**config.mk**
```make
export PLATFORM = sky130hd
export DESIGN_NAME = ifetch_queue
export DESIGN_NICKNAME = d
export VERILOG_FILES = /design/src/rtl/ifq_pkg.sv /design/src/rtl/ifq_fetch.sv /design/src/rtl/ifq_slots.sv /design/src/rtl/ifq_head.sv /design/src/rtl/ifetch_queue.sv
export SDC_FILE = /design/constraint.sdc
export NUM_CORES = 1
export LEC_CHECK = 0
export BUFFER_PORTS_ARGS = -buffer_cell sky130_fd_sc_hd__buf_2
export CAP_MARGIN = 20
export CORE_ASPECT_RATIO = 0.9
export CORE_MARGIN = 2
export CORE_UTILIZATION = 54
export CTS_BUF_LIST = sky130_fd_sc_hd__clkbuf_2
export CTS_CLUSTER_SIZE = 28
export DETAILED_ROUTE_END_ITERATION = 16
export HOLD_SLACK_MARGIN = 0.03
export PLACE_DENSITY = 0.9
export REMOVE_ABC_BUFFERS = 1
export SETUP_SLACK_MARGIN = 0.2
export SLEW_MARGIN = 25
export SYNTH_ARGS = -nofsm -noshare
export SYNTH_HDL_FRONTEND = slang
export SYNTH_SLANG_ARGS = --single-unit
```
**constraint.sdc**
```tcl
create_clock -name clk -period 3.6 [get_ports clk]
set_clock_uncertainty 0.15 [all_clocks]
set_input_delay 0.18 -clock clk [delete_from_list [all_inputs] [get_ports clk]]
set_output_delay 0.18 -clock clk [all_outputs]
set_load 0.02 [all_outputs]
```
**src/rtl/ifq_pkg.sv**
```systemverilog
package ifq_pkg;
  localparam int HALF_W = 16;
  localparam int WORD_W = 32;
  typedef logic [HALF_W-1:0] half_t;
  typedef logic [WORD_W-1:0] word_t;
endpackage

```
**src/rtl/ifq_fetch.sv**
```systemverilog
// Fetch sequencer: address counter, single-outstanding tracking, room rule,
// and the drop-leading-half flag for unaligned redirect targets.
module ifq_fetch #(
  parameter int ADDR_W = 32,
  parameter int SLOTS  = 8,
  parameter int LVL_W  = 4
) (
  input  logic              clk,
  input  logic              rst,
  input  logic              mem_busy,
  input  logic              redirect,
  input  logic [ADDR_W-1:0] redirect_pc,
  input  logic              resp_valid,
  input  logic [LVL_W-1:0]  level,
  output logic              fetch_req,
  output logic [ADDR_W-1:0] fetch_addr,
  output logic              accept,
  output logic              accept_one
);
  localparam int SUM_W = LVL_W + 1;

  logic [ADDR_W-1:0] addr_q;
  logic              inflight_q;
  logic              skip_q;
  logic [SUM_W-1:0]  pending;
  logic              room;

  // Halfwords that will be queued once the response due this cycle lands.
  always_comb begin
    pending = {1'b0, level} + (inflight_q ? SUM_W'(2) : SUM_W'(0));
    room    = pending <= SUM_W'(SLOTS - 2);
  end

  assign fetch_req  = !rst && !mem_busy && !redirect && room;
  assign fetch_addr = addr_q;
  assign accept     = resp_valid && inflight_q && !redirect;
  assign accept_one = skip_q;

  always_ff @(posedge clk) begin
    if (rst) begin
      addr_q     <= '0;
      inflight_q <= 1'b0;
      skip_q     <= 1'b0;
    end else begin
      inflight_q <= fetch_req;
      if (redirect) begin
        addr_q <= {redirect_pc[ADDR_W-1:2], 2'b00};
        skip_q <= redirect_pc[1];
      end else begin
        if (fetch_req) addr_q <= addr_q + ADDR_W'(4);
        if (accept)    skip_q <= 1'b0;
      end
    end
  end
endmodule

```
**src/rtl/ifq_slots.sv**
```systemverilog
// Halfword slot ring: up to two writes and two reads per cycle.
// SLOTS must be a power of two so the pointers wrap on their own.
module ifq_slots
  import ifq_pkg::*;
#(
  parameter int SLOTS = 8,
  parameter int PTR_W = 3,
  parameter int LVL_W = 4
) (
  input  logic             clk,
  input  logic             rst,
  input  logic             flush,
  input  logic             wr_en,
  input  logic             wr_one,
  input  word_t            wr_data,
  input  logic             rd_en,
  input  logic             rd_two,
  output half_t            head0,
  output half_t            head1,
  output logic [LVL_W-1:0] level
);
  half_t            mem [SLOTS];
  logic [PTR_W-1:0] wp, rp;
  logic [LVL_W-1:0] n_wr, n_rd;

  always_comb begin
    n_wr = wr_en ? (wr_one ? LVL_W'(1) : LVL_W'(2)) : LVL_W'(0);
    n_rd = rd_en ? (rd_two ? LVL_W'(2) : LVL_W'(1)) : LVL_W'(0);
  end

  assign head0 = mem[rp];
  assign head1 = mem[rp + PTR_W'(1)];

  // Storage has no reset; only the pointers and level do.
  always_ff @(posedge clk) begin
    if (wr_en) begin
      if (wr_one) begin
        mem[wp] <= wr_data[31:16];
      end else begin
        mem[wp]              <= wr_data[15:0];
        mem[wp + PTR_W'(1)]  <= wr_data[31:16];
      end
    end
  end

  always_ff @(posedge clk) begin
    if (rst || flush) begin
      wp    <= '0;
      rp    <= '0;
      level <= '0;
    end else begin
      wp    <= wp + PTR_W'(n_wr);
      rp    <= rp + PTR_W'(n_rd);
      level <= level + n_wr - n_rd;
    end
  end
endmodule

```
**src/rtl/ifq_head.sv**
```systemverilog
// Head presentation: length decode and take handling.
module ifq_head
  import ifq_pkg::*;
#(
  parameter int LONG_BIT = 15,
  parameter int LVL_W    = 4
) (
  input  half_t            head0,
  input  half_t            head1,
  input  logic [LVL_W-1:0] level,
  input  logic             take,
  input  logic             flush,
  output logic             instr_valid,
  output logic             instr_long,
  output word_t            instr_data,
  output logic             rd_en,
  output logic             rd_two
);
  always_comb begin
    instr_long  = head0[LONG_BIT];
    instr_valid = (level != '0) && (!instr_long || level >= LVL_W'(2));
    instr_data  = instr_long ? {head1, head0} : {16'h0000, head0};
    rd_en       = instr_valid && take && !flush;
    rd_two      = instr_long;
  end
endmodule

```
**src/rtl/ifetch_queue.sv**
```systemverilog
module ifetch_queue
  import ifq_pkg::*;
#(
  parameter int ADDR_W   = 32,
  parameter int SLOTS    = 8,
  parameter int LONG_BIT = 15
) (
  input  logic              clk,
  input  logic              rst,
  input  logic              mem_busy,
  output logic              fetch_req,
  output logic [ADDR_W-1:0] fetch_addr,
  input  logic              resp_valid,
  input  logic [31:0]       resp_data,
  input  logic              redirect,
  input  logic [ADDR_W-1:0] redirect_pc,
  output logic              instr_valid,
  output logic              instr_long,
  output logic [31:0]       instr_data,
  input  logic              instr_take
);
  localparam int PTR_W = $clog2(SLOTS);
  localparam int LVL_W = $clog2(SLOTS + 1);

  logic             accept, accept_one, rd_en, rd_two;
  half_t            head0, head1;
  logic [LVL_W-1:0] slot_level;

  ifq_fetch #(.ADDR_W(ADDR_W), .SLOTS(SLOTS), .LVL_W(LVL_W)) u_fetch (
    .clk(clk), .rst(rst), .mem_busy(mem_busy), .redirect(redirect),
    .redirect_pc(redirect_pc), .resp_valid(resp_valid), .level(slot_level),
    .fetch_req(fetch_req), .fetch_addr(fetch_addr),
    .accept(accept), .accept_one(accept_one)
  );

  ifq_slots #(.SLOTS(SLOTS), .PTR_W(PTR_W), .LVL_W(LVL_W)) u_slots (
    .clk(clk), .rst(rst), .flush(redirect),
    .wr_en(accept), .wr_one(accept_one), .wr_data(resp_data),
    .rd_en(rd_en), .rd_two(rd_two),
    .head0(head0), .head1(head1), .level(slot_level)
  );

  ifq_head #(.LONG_BIT(LONG_BIT), .LVL_W(LVL_W)) u_head (
    .head0(head0), .head1(head1), .level(slot_level),
    .take(instr_take), .flush(redirect),
    .instr_valid(instr_valid), .instr_long(instr_long), .instr_data(instr_data),
    .rd_en(rd_en), .rd_two(rd_two)
  );
endmodule

```
==> impl_metrics.py <==
metrics = {
    "run_status": {
        "status": "finished clean",
    },
    "detailed_routing": {
        "drc": 0,
        "via_count": 9818,
        "ant_nets": 0,
        "drt_first_pass_iters": 6,
        "vias_per_cell": 6.739,
        "wl_per_cell_um": 23.47,
        "drt_iter0_drc": 1766,
        "wl_um": 34200,
    },
    "sta": {
        "worst-slew-pin-transition_ps": 933.4,
        "finalCritPeriodShare_pct": 97.09,
        "rsz0062_at_grt": "true",
        "max_freq_mhz": 286.1,
        "fin_setup_tns_ps": 0,
        "timing.final.max_slew_violations": 0,
        "hold_viol_final": 0,
        "setup_viol": 0,
        "post-route-min-period_ps": 3495,
        "slew_headroom_pct": 37.36,
    },
    "cts": {
        "clk_latency_ps": 820,
        "tritoncts": "yes",
        "numClockSinks": 170,
        "cts-htree-levels": 4,
        "clk_path_buf_depth": 2,
        "path_clk_slew_ps": 330,
        "cts_buffers": 17,
        "cts_root_buf": "clkbuf_2",
    },
    "power": {
        "peakVddDrop_mv": 0.1834,
        "p_leak_nw": 4.700,
        "finalPower_mw": 3.903,
        "powerDensity_mw_per_mm2": 305.2,
    },
    "critical_path": {
        "cp_cell_sequence": "ha_1 -> a2111oi_2 -> nand3_4 -> nor4_1 -> a21oi_1 -> dlygate4sd3_1 -> a21oi_1 -> dlygate4sd3_1",
        "cp_top_family": "buffers and inverters",
        "critical_path_class": "register to register",
        "startpoint_type": "register",
        "worstPathArrival_ps": 4150,
        "path_buf_inv": 2,
        "path_max_fanout": 21,
        "cp_slowest_stage_delay_ps": 590,
        "slowest_stage": "dlygate4sd3_1",
        "cp-end-kind": "register",
        "worstPathRequired_ps": 4250,
    },
    "yosys": {
        "synth-seq-cells": 170,
        "async_flop_share_pct": 0,
        "synth_ff_type": "edfxtp_1",
        "netlist_area_sq_mm": 0.009910,
        "ys_seq_area_share_pct": 47.27,
        "netlist_instances": 937,
        "synth-edff-count": 128,
        "synth.distinct_cells": 57,
        "syn_area_per_cell_sq_um": 10.58,
        "ys_warn_count": 0,
    },
    "global_route": {
        "grt_start_max_net_pins": 42,
        "grt_first_pass_wirelength_um": 51870,
        "grt_antenna_before_repair": 1,
        "grt_pass1_vias": 9714,
        "groute.usage.overall_pct": 34.60,
        "grt-ovfl-total": 0,
    },
    "die": {
        "start_util_pct": 55.72,
        "die_w_um": 146.8,
        "num_io_pins": 137,
        "num_rows": 46,
        "die_height_um": 132.5,
        "dieArea_sq_mm": 0.01945,
        "coreArea_sq_mm": 0.01778,
    },
    "finish": {
        "multiInputGateArea_sq_mm": 0.004876,
        "layout-drive-gt1-share_pct": 25.02,
        "nFillCells": 1007,
        "syn_to_final_growth_pct": 29.03,
        "instances_no_fill": 1457,
        "final_area_sq_mm": 0.01279,
        "nNetsFinal": 1289,
        "regArea_sq_mm": 0.004691,
    },
    "placed_design": {
        "placed_cells": 1262,
        "place.gp.congestion": 0.9018,
        "io_buffers": 133,
        "place_hpwl_um": 17670,
        "place_area_sq_mm": 0.01085,
    },
    "worst_hold_path": {
        "hold_class": "primary input to register",
    },
    "flow_run": {
        "maxCapViolCount": 0,
    },
}
==> stage by stage <==
step	utilization, %	hold slack, ps	setup slack, ps
after floorplan	-	99.07	-2126
after global placement	60.98	282.3	468.5
after detailed placement	60.98	285.4	336.2
after CTS	71.61	175.1	236.7
after global routing	71.88	189.6	28.94
final	71.89	200.9	104.8
==> flip-flops by register name (all words and copies together) (netlist names) <==
name / count
u_fetch.inflight_q: 1
u_slots.level: 4
u_fetch.accept_one: 1
u_slots.rp: 3
u_slots.wp: 3
u_slots.mem: 128
u_fetch.fetch_addr: 30
==> cell usage after synthesis (2+ instances only) <==
library cell  number  area share, %
inv_1             19           0.72
nand3_1           15           0.76
edfxtp_1         128             39
ha_1              13            1.6
mux2_2            18            2.0
a21oi_1          172            8.7
nor3b_1            2           0.15
buf_1             12           0.45
or3_1              2           0.13
nor4_1            10           0.63
nand4_1           10           0.63
and4_4             2           0.23
and2_1            10           0.63
o21bai_1           3           0.23
a22oi_1            2           0.15
fa_1               4           0.81
a311oi_1           2           0.18
nor3_1             9           0.45
o21ai_0           13           0.66
o211ai_1           4           0.30
a211oi_1           3           0.23
xnor2_1           10           0.88
clkbuf_1          61            2.3
o311ai_0           2           0.18
xor2_1             4           0.35
mux4_2            64             15
dfxtp_1           42            8.5
nor2b_1            3           0.19
buf_2              7           0.35
and3_1             4           0.25
buf_4              5           0.38
o31ai_1            3           0.23
mux2i_1           19            1.9
nor2_1           157            5.9
or4_1              3           0.23
a31oi_1            7           0.44
nand2_1           72            2.7
nand2_4            2           0.23
==> tightest hold or removal path: cells and delay by family <==
| kind | cells | cell delay (ps) |
|---|---|---|
| compound gates | 1 | 110 |
| buf+inv | 2 | 710 |
| simple gates | 1 | 70 |
==> metal layers <==
layer	up-vias	GRT usage (%)	part of all wire, %
met5	-	0	0
met4	0	20.82	7.1
met3	279	6.931	13
met2	1044	57.07	47
met1	4500	42.34	32
li1	3995	-	-
==> report_power, final <==
group / switching [mW] / internal [mW]
Clock: 0.806 / 0.366
Combinational: 0.284 / 0.265
Sequential: 0.0439 / 2.14
Total: 1.13 / 2.77
==> area by class of cell <==
| class | count | share of cell area, % |
|---|---|---|
| Tap cell | 240 | 2.349 |
| Antenna cell | 2 | 0.03914 |
| Sequential cell | 170 | 36.69 |
| Clock inverter | 15 | 1.536 |
| Inverter | 19 | 0.5871 |
| Clock buffer | 17 | 0.6654 |
| Multi-Input combinational cell | 664 | 38.13 |
| Timing Repair Buffer | 330 | 20.00 |
==> layout by cell type, fill, tap and decap left out, types with 12 or more instances in the layout <==
cell           instances
a21oi_1              172
buf_2                133
buf_4                 36
clkbuf_2              17
dfxtp_1               39
dlygate4sd3_1        160
edfxtp_1             128
ha_1                  12
inv_1                 18
mux2_2                18
mux2i_1               19
mux4_2                64
nand2_1               72
nand3_1               14
nor2_1               157
==> path summary, 6_finish.rpt <==
check,from,end,slack [ps],depth (start not counted)
setup reg to reg,u_fetch.inflight_q,u_fetch.fetch_addr[10],100,8
hold / removal,resp_data[27],u_slots.mem[3][11],200,4
hold reg to reg,u_fetch.fetch_addr[8],u_fetch.fetch_addr[8],420,2
setup / recovery,u_fetch.inflight_q,u_fetch.fetch_addr[10],100,8
==> repair_timing <==
item | CTS | global route
hold buffers | 160 | 0
endpoints found under the setup margin | 5 | 30
buffers inserted | 0 | 1
endpoints found under the hold margin | 175 | 0
resized for setup | 2 | 7
pin swaps | 0 | 2
==> kinds of logic after synthesis <==
| family | count (synthesis) | synth area share (%) |
|---|---|---|
| buffers and inverters | 104 | 4.217 |
| DFF | 170 | 47.27 |
| and+or+nand+nor | 310 | 14.07 |
| AOI/OAI and AO/OA | 219 | 12.07 |
| muxes | 102 | 18.65 |
| xor gates and xnor gates | 14 | 1.237 |
| adders and majority gates | 17 | 2.450 |
| other | 1 | 0.03784 |
(Power assumes the default switching activity.)
